File: src/rtl/plc_pkg.sv
package plc_pkg;

    typedef enum logic [0:0] {
        CFG_EMPTY  = 1'b0,
        CFG_LOADED = 1'b1
    } cfg_state_e;

    typedef struct packed {
        logic       pwr_l1;
        logic       pwr_l2;
        logic       pwr_refb;
        logic [1:0] lsel;
    } serial_cfg_t;

    typedef struct packed {
        logic l1;
        logic l2;
        logic refb;
    } pwr_en_t;

    localparam serial_cfg_t CFG_RESET = '0;
    localparam pwr_en_t     EN_NONE   = '0;

endpackage

File: src/rtl/plc_sync.sv
module plc_sync #(
    parameter int WIDTH  = 2,
    parameter int STAGES = 2
) (
    input  logic             clk,
    input  logic             rst_n,
    input  logic [WIDTH-1:0] async_i,
    output logic [WIDTH-1:0] sync_o
);
    localparam int LAST = STAGES - 1;

    logic [WIDTH-1:0] chain_q [STAGES];

    genvar s;
    generate
        for (s = 0; s < STAGES; s++) begin : g_stage
            if (s == 0) begin : g_first
                always_ff @(posedge clk or negedge rst_n) begin
                    if (!rst_n) chain_q[s] <= '0;
                    else        chain_q[s] <= async_i;
                end
            end else begin : g_next
                always_ff @(posedge clk or negedge rst_n) begin
                    if (!rst_n) chain_q[s] <= '0;
                    else        chain_q[s] <= chain_q[s-1];
                end
            end
        end
    endgenerate

    assign sync_o = chain_q[LAST];
endmodule

File: src/rtl/plc_cfg_latch.sv
module plc_cfg_latch
    import plc_pkg::*;
(
    input  logic        clk,
    input  logic        rst_n,
    input  logic        strobe_i,
    input  serial_cfg_t cfg_i,
    output serial_cfg_t cfg_o,
    output logic        loaded_o,
    output logic        strobe_rise_o
);
    cfg_state_e  state_q, state_d;
    serial_cfg_t cfg_q;
    logic        strobe_q;
    logic        rise;

    assign rise = strobe_i & ~strobe_q;

    // state register
    always_ff @(posedge clk or negedge rst_n) begin
        if (!rst_n) state_q <= CFG_EMPTY;
        else        state_q <= state_d;
    end

    // next state
    always_comb begin
        state_d = state_q;
        unique case (state_q)
            CFG_EMPTY:  if (rise) state_d = CFG_LOADED; // first_load
            CFG_LOADED: state_d = CFG_LOADED;
        endcase
    end

    // outputs
    always_comb begin
        loaded_o = 1'b0;
        unique case (state_q)
            CFG_EMPTY:  loaded_o = 1'b0;
            CFG_LOADED: loaded_o = 1'b1;
        endcase
    end

    always_ff @(posedge clk or negedge rst_n) begin
        if (!rst_n) begin
            strobe_q <= 1'b0;
            cfg_q    <= CFG_RESET;
        end else begin
            strobe_q <= strobe_i;
            if (rise) cfg_q <= cfg_i;
        end
    end

    assign cfg_o         = cfg_q;
    assign strobe_rise_o = rise;
endmodule

File: src/rtl/plc_power_merge.sv
module plc_power_merge
    import plc_pkg::*;
(
    input  logic [1:0]  run_i,     // [0] loop 1 pin, [1] loop 2 pin
    input  logic        loaded_i,
    input  serial_cfg_t cfg_i,
    output pwr_en_t     en_o
);
    pwr_en_t serial_en;

    always_comb begin
        serial_en = EN_NONE;
        if (loaded_i) begin
            unique case ({cfg_i.pwr_l1, cfg_i.pwr_l2})
                2'b00: serial_en = '{l1: 1'b0, l2: 1'b0, refb: cfg_i.pwr_refb};
                2'b01: serial_en = '{l1: 1'b0, l2: 1'b1, refb: 1'b1};
                2'b10: serial_en = '{l1: 1'b1, l2: 1'b0, refb: 1'b1};
                2'b11: serial_en = '{l1: 1'b1, l2: 1'b1, refb: 1'b1};
            endcase
        end
    end

    always_comb begin
        en_o = EN_NONE;
        unique case (run_i)
            2'b00: en_o = EN_NONE;
            2'b01: en_o = '{l1: 1'b1, l2: 1'b0, refb: 1'b1};
            2'b10: en_o = '{l1: 1'b0, l2: 1'b1, refb: 1'b1};
            2'b11: en_o = serial_en;
        endcase
    end
endmodule

File: src/rtl/plc_lock_sel.sv
module plc_lock_sel
    import plc_pkg::*;
(
    input  pwr_en_t    en_i,
    input  logic [1:0] lsel_i,   // [1] loop 1, [0] loop 2
    input  logic       lock1_i,
    input  logic       lock2_i,
    output logic       pull_n_o
);
    logic unlock1, unlock2;

    assign unlock1 = en_i.l1 & ~lock1_i;
    assign unlock2 = en_i.l2 & ~lock2_i;

    always_comb begin
        pull_n_o = 1'b0;
        unique case (lsel_i)
            2'b00: pull_n_o = 1'b0;
            2'b01: pull_n_o = ~unlock2;
            2'b10: pull_n_o = ~unlock1;
            2'b11: pull_n_o = ~(unlock1 | unlock2);
        endcase
    end
endmodule

File: src/rtl/pwr_lock_ctrl.sv
module pwr_lock_ctrl
    import plc_pkg::*;
#(
    parameter int SYNC_STAGES = 2
) (
    input  logic       clk,
    input  logic       rst_n,
    input  logic       ext_run1_i,
    input  logic       ext_run2_i,
    input  logic       strobe_i,
    input  logic       cfg_l1_i,
    input  logic       cfg_l2_i,
    input  logic       cfg_ref_i,
    input  logic [1:0] cfg_lsel_i,
    input  logic       lock1_i,
    input  logic       lock2_i,
    output logic       en_l1_o,
    output logic       en_l2_o,
    output logic       en_ref_o,
    output logic       lock_pull_n_o
);
    localparam int RUN_W = 2;

    logic [RUN_W-1:0] run_sync;
    serial_cfg_t      cfg_in, cfg_q;
    logic             cfg_loaded;
    logic             strobe_rise;
    pwr_en_t          en;

    assign cfg_in = '{pwr_l1: cfg_l1_i, pwr_l2: cfg_l2_i,
                      pwr_refb: cfg_ref_i, lsel: cfg_lsel_i};

    plc_sync #(.WIDTH(RUN_W), .STAGES(SYNC_STAGES)) u_sync (
        .clk     (clk),
        .rst_n   (rst_n),
        .async_i ({ext_run2_i, ext_run1_i}),
        .sync_o  (run_sync)
    );

    plc_cfg_latch u_cfg (
        .clk           (clk),
        .rst_n         (rst_n),
        .strobe_i      (strobe_i),
        .cfg_i         (cfg_in),
        .cfg_o         (cfg_q),
        .loaded_o      (cfg_loaded),
        .strobe_rise_o (strobe_rise)
    );

    plc_power_merge u_merge (
        .run_i    (run_sync),
        .loaded_i (cfg_loaded),
        .cfg_i    (cfg_q),
        .en_o     (en)
    );

    plc_lock_sel u_lock (
        .en_i     (en),
        .lsel_i   (cfg_q.lsel),
        .lock1_i  (lock1_i),
        .lock2_i  (lock2_i),
        .pull_n_o (lock_pull_n_o)
    );

    assign en_l1_o  = en.l1;
    assign en_l2_o  = en.l2;
    assign en_ref_o = en.refb;
endmodule

File: config.mk
export PLATFORM = sky130hd
export DESIGN_NAME = pwr_lock_ctrl
export DESIGN_NICKNAME = d
export VERILOG_FILES = /design/src/rtl/plc_pkg.sv /design/src/rtl/plc_sync.sv /design/src/rtl/plc_cfg_latch.sv /design/src/rtl/plc_power_merge.sv /design/src/rtl/plc_lock_sel.sv /design/src/rtl/pwr_lock_ctrl.sv
export SDC_FILE = /design/constraint.sdc
export NUM_CORES = 1
export LEC_CHECK = 0
export BUFFER_PORTS_ARGS = -buffer_cell sky130_fd_sc_hd__buf_2
export CAP_MARGIN = 20
export CORE_AREA = 2 2 39 41
export CTS_CLUSTER_DIAMETER = 40
export DETAILED_ROUTE_END_ITERATION = 10
export DIE_AREA = 0 0 41 43
export PLACE_DENSITY = 0.62
export SETUP_SLACK_MARGIN = 0.5
export SYNTH_ARGS = -nofsm -noshare
export SYNTH_HDL_FRONTEND = slang
export SYNTH_SLANG_ARGS = --single-unit
export TNS_END_PERCENT = 5
File: constraint.sdc
create_clock -name clk -period 2.9 [get_ports clk]
set_clock_uncertainty 0.1 [all_clocks]
set_input_delay 0.145 -clock clk [delete_from_list [all_inputs] [get_ports clk]]
set_output_delay 0.145 -clock clk [all_outputs]
set_load 0.02 [all_outputs]
# Word level (Yosys, flattened, before mapping)
# Cells that the tools add are included.
[totals]
ff_bits = 11
wordCells = 38
in_bits = 12
out_inout_bits = 4
[op_classes]
n_reduce_logical = 3
eq_ne = 9
n_mux = 7
bitwise_logic = 11
[ops]
columns = ["cell", "n"]
rows = [
  ["$pmux W3 S4", 2],
  ["$eq A2 B2 Y1 const B", 6],
  ["$not A1 Y1", 7],
  ["$eq A2 B1 Y1 const B", 3],
  ["$logic_not A2 Y1", 3],
  ["$pmux W1 S2", 2],
  ["$pmux W1 S4", 1],
  ["$and A1 B1 Y1", 3],
  ["$mux W3", 1],
  ["$mux W1", 1],
  ["$or A1 B1 Y1", 1],
]

# Depth between registers and ports, before layout
[depth]
ltp_word = 8
depth_mapped = 3
depth_no_buf = 3

# By module
# From an unflattened synthesis, not the netlist that was laid out.
[hier_totals]
cells_unflattened = 32
area_unflattened_um2 = 479.2
[by_module_without_submodules]
columns = ["mod", "cells_each", "area_per_inst_um2", "seq_area_each_um2", "n_inst"]
rows = [
  ["plc_cfg_latch", 15, 281.5, 175.2, 1],
  ["plc_sync", 6, 115.1, 100.1, 1],
  ["plc_power_merge", 7, 51.3, 0.0, 1],
  ["plc_lock_sel", 4, 31.3, 0.0, 1],
]

# Worst setup path before layout
# OpenSTA, ideal clock, no wires.
[synth_path]
kind = "flip-flop to output port"
start = "register u_cfg.state_q"
end = "output lock_pull_n_o"
path_buffers = 0
arrival_ps = 1110
path_stages_with_launch = 4
slack_ps = 1545
required_ps = 2655
cell_sequence = "dfrtp_1 nand2_1 a21boi_1 a31oi_1"
[synth_via]
elab_chain_len = 8
word_cells_on_any_way = 11
classes_between = "4 x mux; 7 x bitwise"
[synth_rtl]
columns = ["item", "line_no", "source"]
rows = [
  ["from (decl)", "plc_cfg_latch.sv:12", "cfg_state_e state_q, state_d;"],
  ["from (signal assigned)", "plc_cfg_latch.sv:22", "else state_q <= state_d;"],
  ["$not A1 Y1", "plc_cfg_latch.sv:37", "unique case (state_q)"],
  ["$pmux W1 S2 *", "plc_cfg_latch.sv:37", ""],
  ["$mux W3 *", "plc_power_merge.sv:13", "if (loaded_i) begin"],
  ["$pmux W3 S4 *", "plc_power_merge.sv:25", "unique case (run_i)"],
  ["via en_l2_o", "pwr_lock_ctrl.sv:18", "output logic en_l2_o,"],
  ["$and A1 B1 Y1 *", "plc_lock_sel.sv:13", "assign unlock2 = en_i.l2 & ~lock2_i;"],
  ["$or A1 B1 Y1", "plc_lock_sel.sv:21", "2'b11: pull_n_o = ~(unlock1 | unlock2);"],
  ["$not A1 Y1", "plc_lock_sel.sv:21", ""],
  ["$pmux W1 S4 *", "plc_lock_sel.sv:17", "unique case (lsel_i)"],
  ["to (decl)", "pwr_lock_ctrl.sv:20", "output logic lock_pull_n_o"],
]
# The timed path passes the listed nets; every way through them passes the cells marked *.

# Worst setup path in the final report
[layout_path]
start = "register u_cfg.state_q"
end = "output lock_pull_n_o"
[layout_via]
elab_chain_len = 8
word_cells_on_any_way = 11
classes_between = "4 x mux; 7 x bitwise"
[layout_rtl]
columns = ["item", "line_no"]
rows = [
  ["$not A1 Y1", "plc_cfg_latch.sv:37"],
  ["$pmux W1 S2 *", "plc_cfg_latch.sv:37"],
  ["$mux W3 *", "plc_power_merge.sv:13"],
  ["$pmux W3 S4 *", "plc_power_merge.sv:25"],
  ["$and A1 B1 Y1 (on tied branches)", "plc_lock_sel.sv:12, plc_lock_sel.sv:13"],
  ["$or A1 B1 Y1", "plc_lock_sel.sv:21"],
  ["$not A1 Y1", "plc_lock_sel.sv:21"],
  ["$pmux W1 S4 *", "plc_lock_sel.sv:17"],
]
# Every way passes the cells marked *; elsewhere a longest branch is shown, timed or not.

==> out/metrics.json <==
{
  "status": "finished, final reports clean",
  "grt.total_usage": 0.110,
  "setup_violations": 0,
  "mappedNetlistArea_um2": 454,
  "post_synth_cell_types": 16,
  "io_buffers": 15,
  "setup.worst_path.start_class": "flip-flop",
  "number_of_drc_markers_after_the_initial_detailed_route_iteration": 2,
  "detail-route-antenna-nets": 0,
  "worst_setup_hold_path_clk_slew_ps": 70,
  "synth_top_area_share": 0.606,
  "fmaxAchievable_mhz": 658,
  "slew_headroom": 0.836,
  "tritoncts": "built",
  "worst_ep_required_time_ps": 2650,
  "post_synth_inst_count": 30,
  "synth.ff_latch_count": 11,
  "critical_path.endpoint": "lock_pull_n_o",
  "finish.utilization": 0.466,
  "detailedPlace.worstSlack_ps": 1670,
  "post-route-worst-setup-slack_ps": 1380,
  "synthesis.area_per_instance_um2": 15.1,
  "clock_buffer_depth": 2,
  "layout_common_cells": "sky130_fd_sc_hd__buf_2, sky130_fd_sc_hd__dfrtp_1, sky130_fd_sc_hd__dlygate4sd3_1",
  "die-height_um": 43,
  "final_layout_size_suffix_gt1_frac": 0.464,
  "ratio_of_total_power_to_cell_area_mw_per_mm2": 536,
  "vdd.ir_drop.worst_mv": 0.266,
  "drt_drc_violations_left": 0,
  "vias_in_the_first_global_route": 284,
  "placedCellCount": 60,
  "fin_tns_setup_ps": 0,
  "clockRootBuffer": "sky130_fd_sc_hd__clkbuf_4",
  "cts_post_setup_buffers_inserted": 0,
  "yosysTopAreaCell": "sky130_fd_sc_hd__dfrtp_1",
  "final_count_of_hold_timing_violations": 0,
  "endpoint_kind": "primary output",
  "origin_of_the_critical_flop_to_flop_path": "u_cfg.strobe_q",
  "fin_crit_sh": 0.524,
  "postRouteWirelength_um": 806,
  "gp_congestion": 0.641,
  "critical_path.startpoint": "u_cfg.state_q",
  "ctsResizeCount": 0,
  "clock_sink_count": 11,
  "pin_count": 16,
  "placement.cell_area_um2": 538,
  "count_of_warnings_emitted_by_yosys": 0,
  "clk-insertion-delay-late_ps": 260,
  "finish.instance_area_um2": 644,
  "finalNetCount": 69,
  "design.die.area_mm2": 0.00176,
  "rows": 14,
  "finalWorstPathRequiredPeriod_ps": 1520,
  "initial_utilization": 0.328,
  "route.detailed.wl_per_inst_um": 11.2,
  "power.static_leakage_nw": 0.305,
  "yosysSeqAreaShare": 0.606,
  "antenna_cells_inserted": 0,
  "reg2regPathDepth": 2,
  "setup_repair_after_global_routing_missed_its_margin": "false",
  "finalNonFillerCells": 72,
  "timing.reg2reg.setup_slack_ps": 1740,
  "count_of_max_cap_constraint_violations": 0,
  "maximum_number_of_pins_on_one_net_before_global_route_repair": 12,
  "antenna_found_initial": 0,
  "syn-num-nets": 42,
  "h-tree-depth": 1,
  "fp.dieW_um": 41,
  "synth_top_cells_by_area": "sky130_fd_sc_hd__dfrtp_1, sky130_fd_sc_hd__mux2_4, sky130_fd_sc_hd__nor2b_4, sky130_fd_sc_hd__a21boi_2, sky130_fd_sc_hd__buf_6",
  "drtPass1Iterations": 2,
  "timing.setup.critical_path_class": "flip-flop to primary output",
  "holdWs_ps": 24.6,
  "residual_overflow_from_global_routing": 0,
  "mostFrequentLayoutCell": "sky130_fd_sc_hd__buf_2",
  "floorplan.core_area_mm2": 0.00138,
  "worst-path-max-fanout": 4,
  "fin_total_pwr_mw": 0.346,
  "dr_total_vias": 317,
  "timing.rr.end": "u_cfg.cfg_o[3]",
  "final.fill_count": 151,
  "hold_path.class": "input port to flip-flop",
  "post_drt_via_cell_ratio": 4.40,
  "timing.final.max_slew_violations": 0,
  "slew_of_the_pin_with_the_lowest_slew_margin_ps": 247,
  "first_pass_grt_wire_length_mm": 1.24,
  "tritoncts.num_buffers": 3,
  "flow.area_growth_from_synthesis_pct": 41.9,
  "cp.arrival_ps": 1270
}
==> final cells by class <==
type	instances	area, um^2	share of cell area
timing repair buffer	23	155	0.241
inverter	1	3.75	0.00583
tap	16	20.0	0.0311
multi-input combinational	17	164	0.254
clock buffer	4	26.3	0.0408
sequential	11	275	0.427
==> report_power, final <==
part	leakage, nW	internal, mW	switching, mW
Sequential	0.126	0.167	0.0108
Combinational	0.165	0.0384	0.0252
Clock	0.0150	0.0532	0.0508
Total	0.305	0.259	0.0869
==> registers in the layout, indices dropped and copies added, names as in the netlist <==
register	count
u_sync.sync_o	2
u_cfg.state_q	1
u_sync.chain_q	2
u_cfg.strobe_q	1
u_cfg.cfg_o	5
==> timing repair <==
action,4_1_cts,5_1_grt
hold endpoints to repair,14,4
hold buffers,4,4
endpoints found under the setup margin,0,0
==> Yosys cell counts <==
| cell | n |
|---|---|
| sky130_fd_sc_hd__nand3b_1 | 1 |
| sky130_fd_sc_hd__or2_2 | 1 |
| sky130_fd_sc_hd__nor2b_1 | 1 |
| sky130_fd_sc_hd__a21boi_1 | 1 |
| sky130_fd_sc_hd__o21a_1 | 1 |
| sky130_fd_sc_hd__a21boi_2 | 1 |
| sky130_fd_sc_hd__dfrtp_1 | 11 |
| sky130_fd_sc_hd__buf_6 | 1 |
| sky130_fd_sc_hd__o31ai_1 | 1 |
| sky130_fd_sc_hd__nand2_1 | 1 |
| sky130_fd_sc_hd__inv_1 | 1 |
| sky130_fd_sc_hd__mux2_4 | 5 |
| sky130_fd_sc_hd__nand3_1 | 1 |
| sky130_fd_sc_hd__a31oi_1 | 1 |
| sky130_fd_sc_hd__nor2b_4 | 1 |
| sky130_fd_sc_hd__o22ai_1 | 1 |
==> critical path, cell delays in order, from the launching register on <==
cell and delay [ps]:
sky130_fd_sc_hd__dfrtp_1 420, sky130_fd_sc_hd__a21boi_2 180, sky130_fd_sc_hd__o22ai_1 100, sky130_fd_sc_hd__a31oi_1 130, sky130_fd_sc_hd__buf_2 180
==> cells by family (layout without fill, tap and decap cells) <==
group | count (synthesis) | count (layout) | synth area share
buf+inv | 2 | 28 | 0.0330
mux | 5 | 5 | 0.165
simple gates | 6 | 6 | 0.0937
compound gates | 6 | 6 | 0.102
flops | 11 | 11 | 0.606
==> worst min path at each step <==
stage	start	end	slack, ps	depth (start not counted)
2_1_floorplan	rst_n	u_cfg.cfg_o[0]	-250	0
3_3_place_gp	rst_n	u_sync.chain_q[3]	-80	1
3_5_place_dp	rst_n	u_sync.chain_q[2]	-70	1
4_1_cts	cfg_lsel_i[0]	u_cfg.cfg_o[0]	2	2
5_1_grt	cfg_l2_i	u_cfg.cfg_o[3]	9	2
6_report	cfg_l2_i	u_cfg.cfg_o[3]	20	2
==> metal layers <==
layer | GRT usage | share of wire
met3 | 0.0314 | 0.055
met1 | 0.143 | 0.47
met5 | 0 | 0
met4 | 0.0800 | 0
met2 | 0.150 | 0.48
(Power assumes the default switching activity.)
